[src/rtl/sramc_pkg.sv]
package sramc_pkg;

  typedef enum logic [2:0] {
    ST_IDLE,
    ST_RD_WAIT,
    ST_RD_DONE,
    ST_TURN,
    ST_WR_SETUP,
    ST_WR_PULSE,
    ST_WR_HOLD
  } sramc_state_t;

  // Whole clocks needed to cover a delay in ns, never less than one.
  function automatic int unsigned phase_clocks(input int unsigned ns, input int unsigned period);
    int unsigned c;
    c = (ns + period - 1) / period;
    if (c == 0) c = 1;
    return c;
  endfunction

  function automatic int unsigned umax(input int unsigned a, input int unsigned b);
    return (a > b) ? a : b;
  endfunction

endpackage

[src/rtl/sramc_phase_timer.sv]
module sramc_phase_timer #(
  parameter int unsigned CW = 2
) (
  input  logic          clk,
  input  logic          rst_n,
  input  logic          load,
  input  logic [CW-1:0] len,
  output logic          done
);
  logic [CW-1:0] count;

  always_ff @(posedge clk or negedge rst_n) begin
    if (!rst_n)                count <= '0;
    else if (load)             count <= len - CW'(1);
    else if (count != '0)      count <= count - CW'(1);
  end

  assign done = (count == '0);

  // A new phase is only started once the previous one has run out.
  assert_no_reload_R8: assert property (@(posedge clk) disable iff (!rst_n) load |-> done)
    else $error("timer reloaded mid-phase");

endmodule

[src/rtl/sramc_seq.sv]
module sramc_seq
  import sramc_pkg::*;
#(
  parameter int unsigned N_ACC = 1,
  parameter int unsigned N_WP  = 1,
  parameter int unsigned N_TA  = 1,
  parameter int unsigned CW    = 1
) (
  input  logic          clk,
  input  logic          rst_n,
  input  logic          req_valid,
  input  logic          req_write,
  input  logic          timer_done,
  output logic          req_ready,
  output logic          accept,
  output logic          timer_load,
  output logic [CW-1:0] timer_len,
  output logic          capture,
  output logic          rd_valid,
  output logic          ce_n,
  output logic          we_n,
  output logic          oe_n,
  output logic          lanes_on,
  output logic          drive
);
  sramc_state_t st, nx;

  always_comb begin
    nx         = st;
    timer_load = 1'b0;
    timer_len  = '0;
    unique case (st)
      ST_IDLE: if (req_valid) begin
        if (req_write) nx = ST_WR_SETUP;
        else begin
          nx = ST_RD_WAIT;
          timer_load = 1'b1;
          timer_len  = CW'(N_ACC);
        end
      end
      ST_RD_WAIT: if (timer_done) nx = ST_RD_DONE;
      ST_RD_DONE: begin
        nx = ST_TURN;
        timer_load = 1'b1;
        timer_len  = CW'(N_TA);
      end
      ST_TURN: if (timer_done) nx = ST_IDLE;
      ST_WR_SETUP: begin
        nx = ST_WR_PULSE;
        timer_load = 1'b1;
        timer_len  = CW'(N_WP);
      end
      ST_WR_PULSE: if (timer_done) nx = ST_WR_HOLD;
      ST_WR_HOLD: nx = ST_IDLE;
      default: nx = ST_IDLE;
    endcase
  end

  always_ff @(posedge clk or negedge rst_n) begin
    if (!rst_n) st <= ST_IDLE;
    else        st <= nx;
  end

  assign req_ready = (st == ST_IDLE);
  assign accept    = req_ready && req_valid;
  assign capture   = (st == ST_RD_WAIT) && timer_done;
  assign rd_valid  = (st == ST_RD_DONE);
  assign oe_n      = (st != ST_RD_WAIT);
  assign we_n      = (st != ST_WR_PULSE);
  assign drive     = (st == ST_WR_SETUP) || (st == ST_WR_PULSE) || (st == ST_WR_HOLD);
  assign lanes_on  = drive || (st == ST_RD_WAIT);
  assign ce_n      = !lanes_on;

  // Dwell counter kept apart from the phase timer, for the checks below.
  logic [CW-1:0] dwell;
  always_ff @(posedge clk or negedge rst_n) begin
    if (!rst_n)        dwell <= '0;
    else if (nx != st) dwell <= '0;
    else               dwell <= dwell + CW'(1);
  end

  assert_read_window_R2: assert property (@(posedge clk) disable iff (!rst_n)
    (st == ST_RD_WAIT && nx != ST_RD_WAIT) |-> dwell == CW'(N_ACC - 1))
    else $error("read window length wrong");

  assert_pulse_window_R8: assert property (@(posedge clk) disable iff (!rst_n)
    (st == ST_WR_PULSE && nx != ST_WR_PULSE) |-> dwell == CW'(N_WP - 1))
    else $error("write strobe length wrong");

  assert_rd_pulse_R2: assert property (@(posedge clk) disable iff (!rst_n) rd_valid |=> !rd_valid)
    else $error("rd_valid longer than one cycle");

  assert_busy_after_accept_R7: assert property (@(posedge clk) disable iff (!rst_n) accept |=> !req_ready)
    else $error("ready high right after acceptance");

endmodule

[src/rtl/sramc_datapath.sv]
module sramc_datapath #(
  parameter int unsigned ADDR_W = 18,
  parameter int unsigned DATA_W = 16,
  localparam int unsigned LANES = DATA_W / 8
) (
  input  logic              clk,
  input  logic              rst_n,
  input  logic              accept,
  input  logic              capture,
  input  logic              lanes_on,
  input  logic              drive,
  input  logic [ADDR_W-1:0] req_addr,
  input  logic [DATA_W-1:0] req_wdata,
  input  logic [LANES-1:0]  req_be,
  input  logic [DATA_W-1:0] mem_dq_in,
  output logic [ADDR_W-1:0] mem_addr,
  output logic [LANES-1:0]  mem_lane_n,
  output logic [DATA_W-1:0] mem_dq_out,
  output logic              mem_dq_oe,
  output logic [DATA_W-1:0] rd_data
);
  logic [ADDR_W-1:0] addr_q;
  logic [DATA_W-1:0] wdata_q;
  logic [LANES-1:0]  be_q;
  logic [DATA_W-1:0] rd_q;
  logic [DATA_W-1:0] lane_masked;

  always_ff @(posedge clk or negedge rst_n) begin
    if (!rst_n) begin
      addr_q  <= '0;
      wdata_q <= '0;
      be_q    <= '0;
    end else if (accept) begin
      addr_q  <= req_addr;
      wdata_q <= req_wdata;
      be_q    <= req_be;
    end
  end

  for (genvar g = 0; g < LANES; g++) begin : g_lane
    assign lane_masked[g*8 +: 8] = be_q[g] ? mem_dq_in[g*8 +: 8] : 8'h00;
    assign mem_lane_n[g]         = !(lanes_on && be_q[g]);
  end

  always_ff @(posedge clk or negedge rst_n) begin
    if (!rst_n)       rd_q <= '0;
    else if (capture) rd_q <= lane_masked;
  end

  assign mem_addr   = addr_q;
  assign mem_dq_out = wdata_q;
  assign mem_dq_oe  = drive;
  assign rd_data    = rd_q;

endmodule

[src/rtl/sramc_ctrl.sv]
module sramc_ctrl
  import sramc_pkg::*;
#(
  parameter int unsigned ADDR_W        = 18,
  parameter int unsigned DATA_W        = 16,
  parameter int unsigned CLK_PERIOD_NS = 10,
  parameter int unsigned T_AA_NS       = 10,
  parameter int unsigned T_OE_NS       = 5,
  parameter int unsigned T_RC_NS       = 10,
  parameter int unsigned T_WP_NS       = 7,
  parameter int unsigned T_DW_NS       = 5,
  parameter int unsigned T_WC_NS       = 10,
  parameter int unsigned T_OHZ_NS      = 5,
  localparam int unsigned LANES        = DATA_W / 8
) (
  input  logic              clk,
  input  logic              rst_n,
  input  logic              req_valid,
  output logic              req_ready,
  input  logic              req_write,
  input  logic [ADDR_W-1:0] req_addr,
  input  logic [DATA_W-1:0] req_wdata,
  input  logic [LANES-1:0]  req_be,
  output logic              rd_valid,
  output logic [DATA_W-1:0] rd_data,
  output logic [ADDR_W-1:0] mem_addr,
  output logic              mem_ce_n,
  output logic              mem_we_n,
  output logic              mem_oe_n,
  output logic [LANES-1:0]  mem_lane_n,
  output logic [DATA_W-1:0] mem_dq_out,
  output logic              mem_dq_oe,
  input  logic [DATA_W-1:0] mem_dq_in
);
  localparam int unsigned C_AA    = phase_clocks(T_AA_NS,  CLK_PERIOD_NS);
  localparam int unsigned C_OE    = phase_clocks(T_OE_NS,  CLK_PERIOD_NS);
  localparam int unsigned C_RC    = phase_clocks(T_RC_NS,  CLK_PERIOD_NS);
  localparam int unsigned C_WP    = phase_clocks(T_WP_NS,  CLK_PERIOD_NS);
  localparam int unsigned C_DW    = phase_clocks(T_DW_NS,  CLK_PERIOD_NS);
  localparam int unsigned C_WC    = phase_clocks(T_WC_NS,  CLK_PERIOD_NS);
  localparam int unsigned WC_REST = (C_WC > 2) ? C_WC - 2 : 1;
  localparam int unsigned N_ACC   = umax(umax(C_AA, C_OE), C_RC);
  localparam int unsigned N_WP    = umax(umax(C_WP, C_DW), WC_REST);
  localparam int unsigned N_TA    = phase_clocks(T_OHZ_NS, CLK_PERIOD_NS);
  localparam int unsigned MAXN    = umax(umax(N_ACC, N_WP), N_TA);
  localparam int unsigned CW      = $clog2(MAXN + 1);

  logic          accept, capture, lanes_on, drive;
  logic          timer_load, timer_done;
  logic [CW-1:0] timer_len;

  sramc_phase_timer #(.CW(CW)) u_timer (
    .clk(clk), .rst_n(rst_n), .load(timer_load), .len(timer_len), .done(timer_done)
  );

  sramc_seq #(.N_ACC(N_ACC), .N_WP(N_WP), .N_TA(N_TA), .CW(CW)) u_seq (
    .clk(clk), .rst_n(rst_n), .req_valid(req_valid), .req_write(req_write),
    .timer_done(timer_done), .req_ready(req_ready), .accept(accept),
    .timer_load(timer_load), .timer_len(timer_len), .capture(capture),
    .rd_valid(rd_valid), .ce_n(mem_ce_n), .we_n(mem_we_n), .oe_n(mem_oe_n),
    .lanes_on(lanes_on), .drive(drive)
  );

  sramc_datapath #(.ADDR_W(ADDR_W), .DATA_W(DATA_W)) u_dp (
    .clk(clk), .rst_n(rst_n), .accept(accept), .capture(capture),
    .lanes_on(lanes_on), .drive(drive), .req_addr(req_addr),
    .req_wdata(req_wdata), .req_be(req_be), .mem_dq_in(mem_dq_in),
    .mem_addr(mem_addr), .mem_lane_n(mem_lane_n), .mem_dq_out(mem_dq_out),
    .mem_dq_oe(mem_dq_oe), .rd_data(rd_data)
  );

  // Clocks since output enable last went inactive, saturating at N_TA.
  logic [CW-1:0] oe_idle_cnt;
  always_ff @(posedge clk or negedge rst_n) begin
    if (!rst_n)                         oe_idle_cnt <= CW'(N_TA);
    else if (!mem_oe_n)                 oe_idle_cnt <= '0;
    else if (oe_idle_cnt < CW'(N_TA))   oe_idle_cnt <= oe_idle_cnt + CW'(1);
  end

  assert_idle_standby_R1: assert property (@(posedge clk) disable iff (!rst_n)
    req_ready |-> (mem_ce_n && mem_we_n && mem_oe_n && !mem_dq_oe && (&mem_lane_n)))
    else $error("not in standby while idle");

  assert_write_oe_high_R4: assert property (@(posedge clk) disable iff (!rst_n)
    !mem_we_n |-> (mem_oe_n && !mem_ce_n && mem_dq_oe))
    else $error("write strobe without CE, data or with OE low");

  assert_data_hold_R4: assert property (@(posedge clk) disable iff (!rst_n)
    $rose(mem_we_n) |-> mem_dq_oe)
    else $error("data released as strobe rose");

  assert_addr_steady_R5: assert property (@(posedge clk) disable iff (!rst_n)
    (!mem_we_n || $past(!mem_we_n)) |-> $stable(mem_addr))
    else $error("address moved around the write strobe");

  assert_no_overlap_R6: assert property (@(posedge clk) disable iff (!rst_n)
    mem_dq_oe |-> mem_oe_n)
    else $error("driving while memory outputs enabled");

  assert_turnaround_gap_R6: assert property (@(posedge clk) disable iff (!rst_n)
    $rose(mem_dq_oe) |-> (oe_idle_cnt >= CW'(N_TA)))
    else $error("turnaround gap too short");

endmodule

[config.mk]
export PLATFORM = sky130hd
export DESIGN_NAME = sramc_ctrl
export DESIGN_NICKNAME = d
export VERILOG_FILES = /design/src/rtl/sramc_pkg.sv /design/src/rtl/sramc_phase_timer.sv /design/src/rtl/sramc_seq.sv /design/src/rtl/sramc_datapath.sv /design/src/rtl/sramc_ctrl.sv
export SDC_FILE = /design/constraint.sdc
export NUM_CORES = 1
export LEC_CHECK = 0
export ABC_AREA = 1
export CAP_MARGIN = 30
export CORE_MARGIN = 2
export CORE_UTILIZATION = 40
export DETAILED_ROUTE_END_ITERATION = 6
export HOLD_SLACK_MARGIN = 0.08
export PLACE_DENSITY = 0.8
export REMOVE_ABC_BUFFERS = 1
export SYNTH_ARGS = -nofsm -noshare
export SYNTH_HDL_FRONTEND = slang
export SYNTH_SLANG_ARGS = --single-unit
[constraint.sdc]
create_clock -name clk -period 1.3 [get_ports clk]
set_input_delay 0.26 -clock clk [delete_from_list [all_inputs] [get_ports clk]]
set_output_delay 0.26 -clock clk [all_outputs]
set_load 0.05 [all_outputs]
# Word level (Yosys, flattened, before mapping)
# Cells that the tools add are included.
# totals
input_bits	56
out_inout_bits	58
word_cells	47
register_bits	56
# classes
bitwise_logic	1
muxes	13
addsub	2
reduce_logical	13
n_eq_ne	12
# op_table
cell	count
$pmux 3 s6	1
$mux 8	2
$mux 3	5
$eq 3x3->1 const B	3
$ne 2x2->1 const B	4
$eq 3x2->1 const B	2
$logic_and 1x1->1	4
$mux 1	4
$reduce_and 4->1	1
$eq 3x1->1 const B	1
$logic_not 1->1	3
$logic_not 3->1	1
$logic_or 1x1->1	3
$ne 3x1->1 const B	1
$ne 3x3->1 const B	1
$pmux 1 s2	1
$reduce_or 2->1	1
$sub 1x1->1 const B	2
$not 1->1	1

# Depth between registers and ports, before layout
# logic_depth
depth_word	6
mapped_depth	7
mapped_depth_nobuf	6

# Hierarchy
# A second synthesis with hierarchy kept.
# unflattened
hier_cells	273
area_unflattened_um2	2418.6
# modules_own_cells
mod	instances	cells_per_inst	seq_area_each_um2	area_each_um2
sramc_datapath	1	225	1301.2	2084.5
sramc_seq	1	44	75.1	295.3
sramc_phase_timer	1	4	25.0	38.8

# Worst setup path after synthesis
# No wires, ideal clock.
# synth_path
path_type	register to output
from	reg u_seq.st[1]
to	out mem_lane_n[0]
stages_incl_launch_ff	5
path_buffers	0
path_slack_ns	-0.700
t_arrival_ns	1.740
required_ns	1.040
path_cell_list	dfrtp_1 -> inv_1 -> nand2_2 -> inv_1 -> o21ai_0
# synth_between
elab_chain_cells	6
elab_cells_between_ends	9
cone_classes	eq/ne: 4; reduce/logical: 5
# synth_rtl
item	line	rtl
start, declared	sramc_seq.sv:26	sramc_state_t st, nx;
start signal, assigned	sramc_seq.sv:61	else st <= nx;
$eq 3x3->1	sramc_seq.sv:70	assign drive = (st == ST_WR_SETUP) || (st == ST_WR_PULSE) || (st == ST_WR_HOLD);
$logic_or 1x1->1 (2 in series)	sramc_seq.sv:70	
$logic_or 1x1->1 (*)	sramc_seq.sv:71	assign lanes_on = drive || (st == ST_RD_WAIT);
$logic_and 1x1->1 (*)	sramc_datapath.sv:42	assign mem_lane_n[g] = !(lanes_on && be_q[g]);
$logic_not 1->1 (*)	sramc_datapath.sv:42	
end, declared	sramc_ctrl.sv:30	output logic [LANES-1:0] mem_lane_n,
# Every way passes the cells marked *; elsewhere a longest branch is shown, timed or not.

# Final worst setup path
# layout_path
from	reg u_seq.st[0]
to	reg u_dp.wdata_q[1], in the netlist u_dp.mem_dq_out[1]
# layout_between
elab_chain_cells	2
# layout_rtl
item	line	rtl
$logic_not 3->1	sramc_seq.sv:64	assign req_ready = (st == ST_IDLE);
$logic_and 1x1->1	sramc_seq.sv:65	assign accept = req_ready && req_valid;
end signal, assigned	sramc_datapath.sv:35	wdata_q <= req_wdata;
end, declared	sramc_datapath.sv:23	logic [DATA_W-1:0] wdata_q;
# No other way between the ends.
# A chain may end at the register's enable or synchronous reset.

==> flow_metrics.py <==
metrics = {
    "status": {
        "status": "finished, violations left",
        "violations": "negative setup slack",
    },
    "cells_and_area": {
        "nets": 449,
        "syn2layout_area_growth_pct": 112,
        "n_fill_cell": 272,
        "antenna_cells": 0,
        "drive_gt1_frac": 0.424,
        "finish.instance_area_sq_um": 4750,
    },
    "sta": {
        "fin_setup_tns_ns": -10.59,
        "finalMaxSlewViolations": 0,
        "max_freq_mhz": 620,
        "setup_viol": 46,
        "clock_skew_ns": 0.00681,
        "rsz0062_at_grt": "yes",
        "fin_crit_ns": 1.61,
        "relSlewSlack": 0.692,
        "hold_viol_final": 0,
        "fin_ws_ns": -0.312,
        "period_share": 1.24,
        "worst_slew_pin_slew_ns": 0.461,
    },
    "synth": {
        "syn_inst": 254,
        "synthTopCellsByArea": "dfrtp_1 61%, nand2_1 24%, nand3_1 3.6%, buf_6 2.0%, nor2_4 1.5%",
        "syn_area_sq_um": 2240,
        "synth-seq-area-share": 0.614,
        "yosys.area.top_type": "dfrtp_1",
        "yosysTopAreaCellShare": 0.614,
        "yosysWarnings": 0,
        "ys_ff_latch": 55,
        "syn_area_per_cell_sq_um": 8.82,
        "ys_types": 15,
    },
    "clocking": {
        "htreeDepth": 2,
        "cts_buffer_depth": 2,
        "clock-sinks": 55,
        "cts-buffers-inserted": 5,
        "worstSkewPairLatency_ns": 0.30,
        "clock_tree.root_cell": "clkbuf_8",
        "clk_transition_reported_paths_ns": 0.10,
        "cts_tree": "built",
    },
    "drt": {
        "vias": 2269,
        "wl_per_cell_microns": 17.7,
        "drt_drc_violations_left": 0,
        "wl_mm": 8.24,
        "detail-route-antenna-nets": 0,
        "dr.pass1.iters": 4,
        "drtIter0Drc": 95,
        "vias_per_cell": 4.87,
    },
    "global_route": {
        "grt_overflow": 0,
        "grt_pass1_wl_mm": 12.0,
        "grt_pass1_vias": 2322,
        "track_usage": 0.251,
        "grt_max_degree": 24,
        "antenna_found_initial": 0,
    },
    "worst_setup_path": {
        "crit_type": "flop to flop",
        "critPathMostFrequentCell": "buf_12",
        "required_ns": 1.54,
        "start_kind": "flop",
        "setup.worst_path.end_class": "flop",
        "path_max_fanout": 6,
        "cp_slowest_stage_delay_ns": 0.47,
        "worst-endpoint-arrival_ns": 1.85,
        "cpMaxStageDelayCell": "dfrtp_2",
        "cpLargestDelayFamily": "buffers and inverters",
        "worst-path-buf-inv": 5,
        "path_cells": "buf_12, nor2_4, nand2_4, buf_6, nor2_4, buf_12, buf_12, buf_16, nand2_2, nand2_1",
    },
    "placed_design": {
        "place_ws_ns": -0.197,
        "dp_hpwl_mm": 4.78,
        "dpl-instance-area_sq_um": 4080,
        "place.port_buffers": 113,
        "gp_congestion": 0.741,
    },
    "die": {
        "core_sq_um": 5470,
        "die_area_sq_um": 6220,
        "fp.dieH_microns": 78.9,
        "die_w_microns": 78.9,
        "start_util": 0.409,
        "rows": 27,
        "io_pins": 114,
    },
    "pwr": {
        "vdd_drop_max_mv": 1.96,
        "power_mw": 13.5,
        "powerDensity_nw_per_um2": 2840,
        "power.leakage_nw": 2.36,
    },
    "flow_run": {
        "drv_cap": 0,
    },
    "min_path": {
        "hold_path.class": "primary input to asynchronous set/reset pin",
    },
}
## synthesized netlist by cell type, drive strengths merged
cell type / count
a21oi: 2
buf: 8
clkbuf: 2
dfrtp: 55
inv: 9
nand2: 149
nand3: 16
nand3b: 1
nor2: 7
o21ai: 5
## layout make-up
| type | instances | area (sq um) | share of cell area |
|---|---|---|---|
| multi-input cells | 181 | 1040 | 0.218 |
| inverters | 9 | 41.3 | 0.00869 |
| flip-flops and latches | 55 | 1380 | 0.290 |
| well taps | 72 | 90.1 | 0.0190 |
| clock buffers | 8 | 100 | 0.0211 |
| repair buffers | 141 | 2110 | 0.443 |
## registers in the layout, summed over array words and instances, names as in the netlist
register and cells:
u_seq.st 3, u_dp.be_q 2, u_dp.mem_dq_out 16, u_dp.mem_addr 18
u_dp.rd_data 16
## path summary, 6_finish.rpt
path	from	end	slack, ns	cells after the start
min	rst_n	u_dp.rd_data[1]	0.45	2
max in group asynchronous	rst_n	u_seq.st[1]	0.37	3
min in group clk	req_wdata[3]	u_dp.mem_dq_out[3]	0.51	3
max reg2reg	u_seq.st[0]	u_dp.mem_dq_out[1]	-0.31	10
max	u_seq.st[0]	u_dp.mem_dq_out[1]	-0.31	10
min reg2reg	u_dp.mem_addr[2]	u_dp.mem_addr[2]	0.55	2
## worst reg2reg max path: stages, from the launching register on
cell and delay [ns]:
dfrtp_2 0.47, buf_12 0.15, nor2_4 0.10, nand2_4 0.07, buf_6 0.12, nor2_4 0.14, buf_12 0.14, buf_12 0.11
buf_16 0.12, nand2_2 0.05, nand2_1 0.06
## power by group
part	internal, mW	switching [mW]
sequential	2.42	0.803
combinational	4.31	4.97
clock	0.488	0.528
total	7.21	6.30
## layer usage
layer,vias to the layer above,GRT usage,share of wire
met2,98,0.460,0.53
met5,-,0,0
met4,0,0.0431,0.0098
li1,1058,-,-
met3,6,0.0773,0.078
met1,1107,0.294,0.38
## cell families (layout without fill, tap and decap cells)
logic type / Yosys count / after routing / synth area share
buffers and inverters: 19 / 158 / 0.0519
AOI/OAI and AO/OA: 7 / 7 / 0.0156
and+or+nand+nor: 173 / 174 / 0.318
DFF: 55 / 55 / 0.614
## what timing repair did
item | CTS | global route
endpoints found under the setup margin | 54 | 59
pin swaps | 31 | 12
hold buffers | 1 | 0
buffers inserted | 10 | 4
gates resized for setup | 53 | 53
endpoints found under the hold margin | 16 | 0
cloned | 5 | 0
## cells in the final DEF (no fill, tap or decap), types with 7 or more instances in the layout
master	count
buf_4	9
nand2_1	92
buf_6	7
buf_12	64
clkdlybuf4s50_1	53
dfrtp_1	53
nand2_2	39
nand3_1	16
clkbuf_8	7
nand2_4	17
## per-stage QoR
step,utilization,instances,hold slack (ns)
after floorplan,-,244,-0.0356
final,0.869,466,0.453
after global placement,0.746,441,0.223
after CTS,0.833,465,0.441
after global routing,0.869,466,0.470
after detailed placement,0.746,441,0.222
Power figures use the tool's default switching activity.
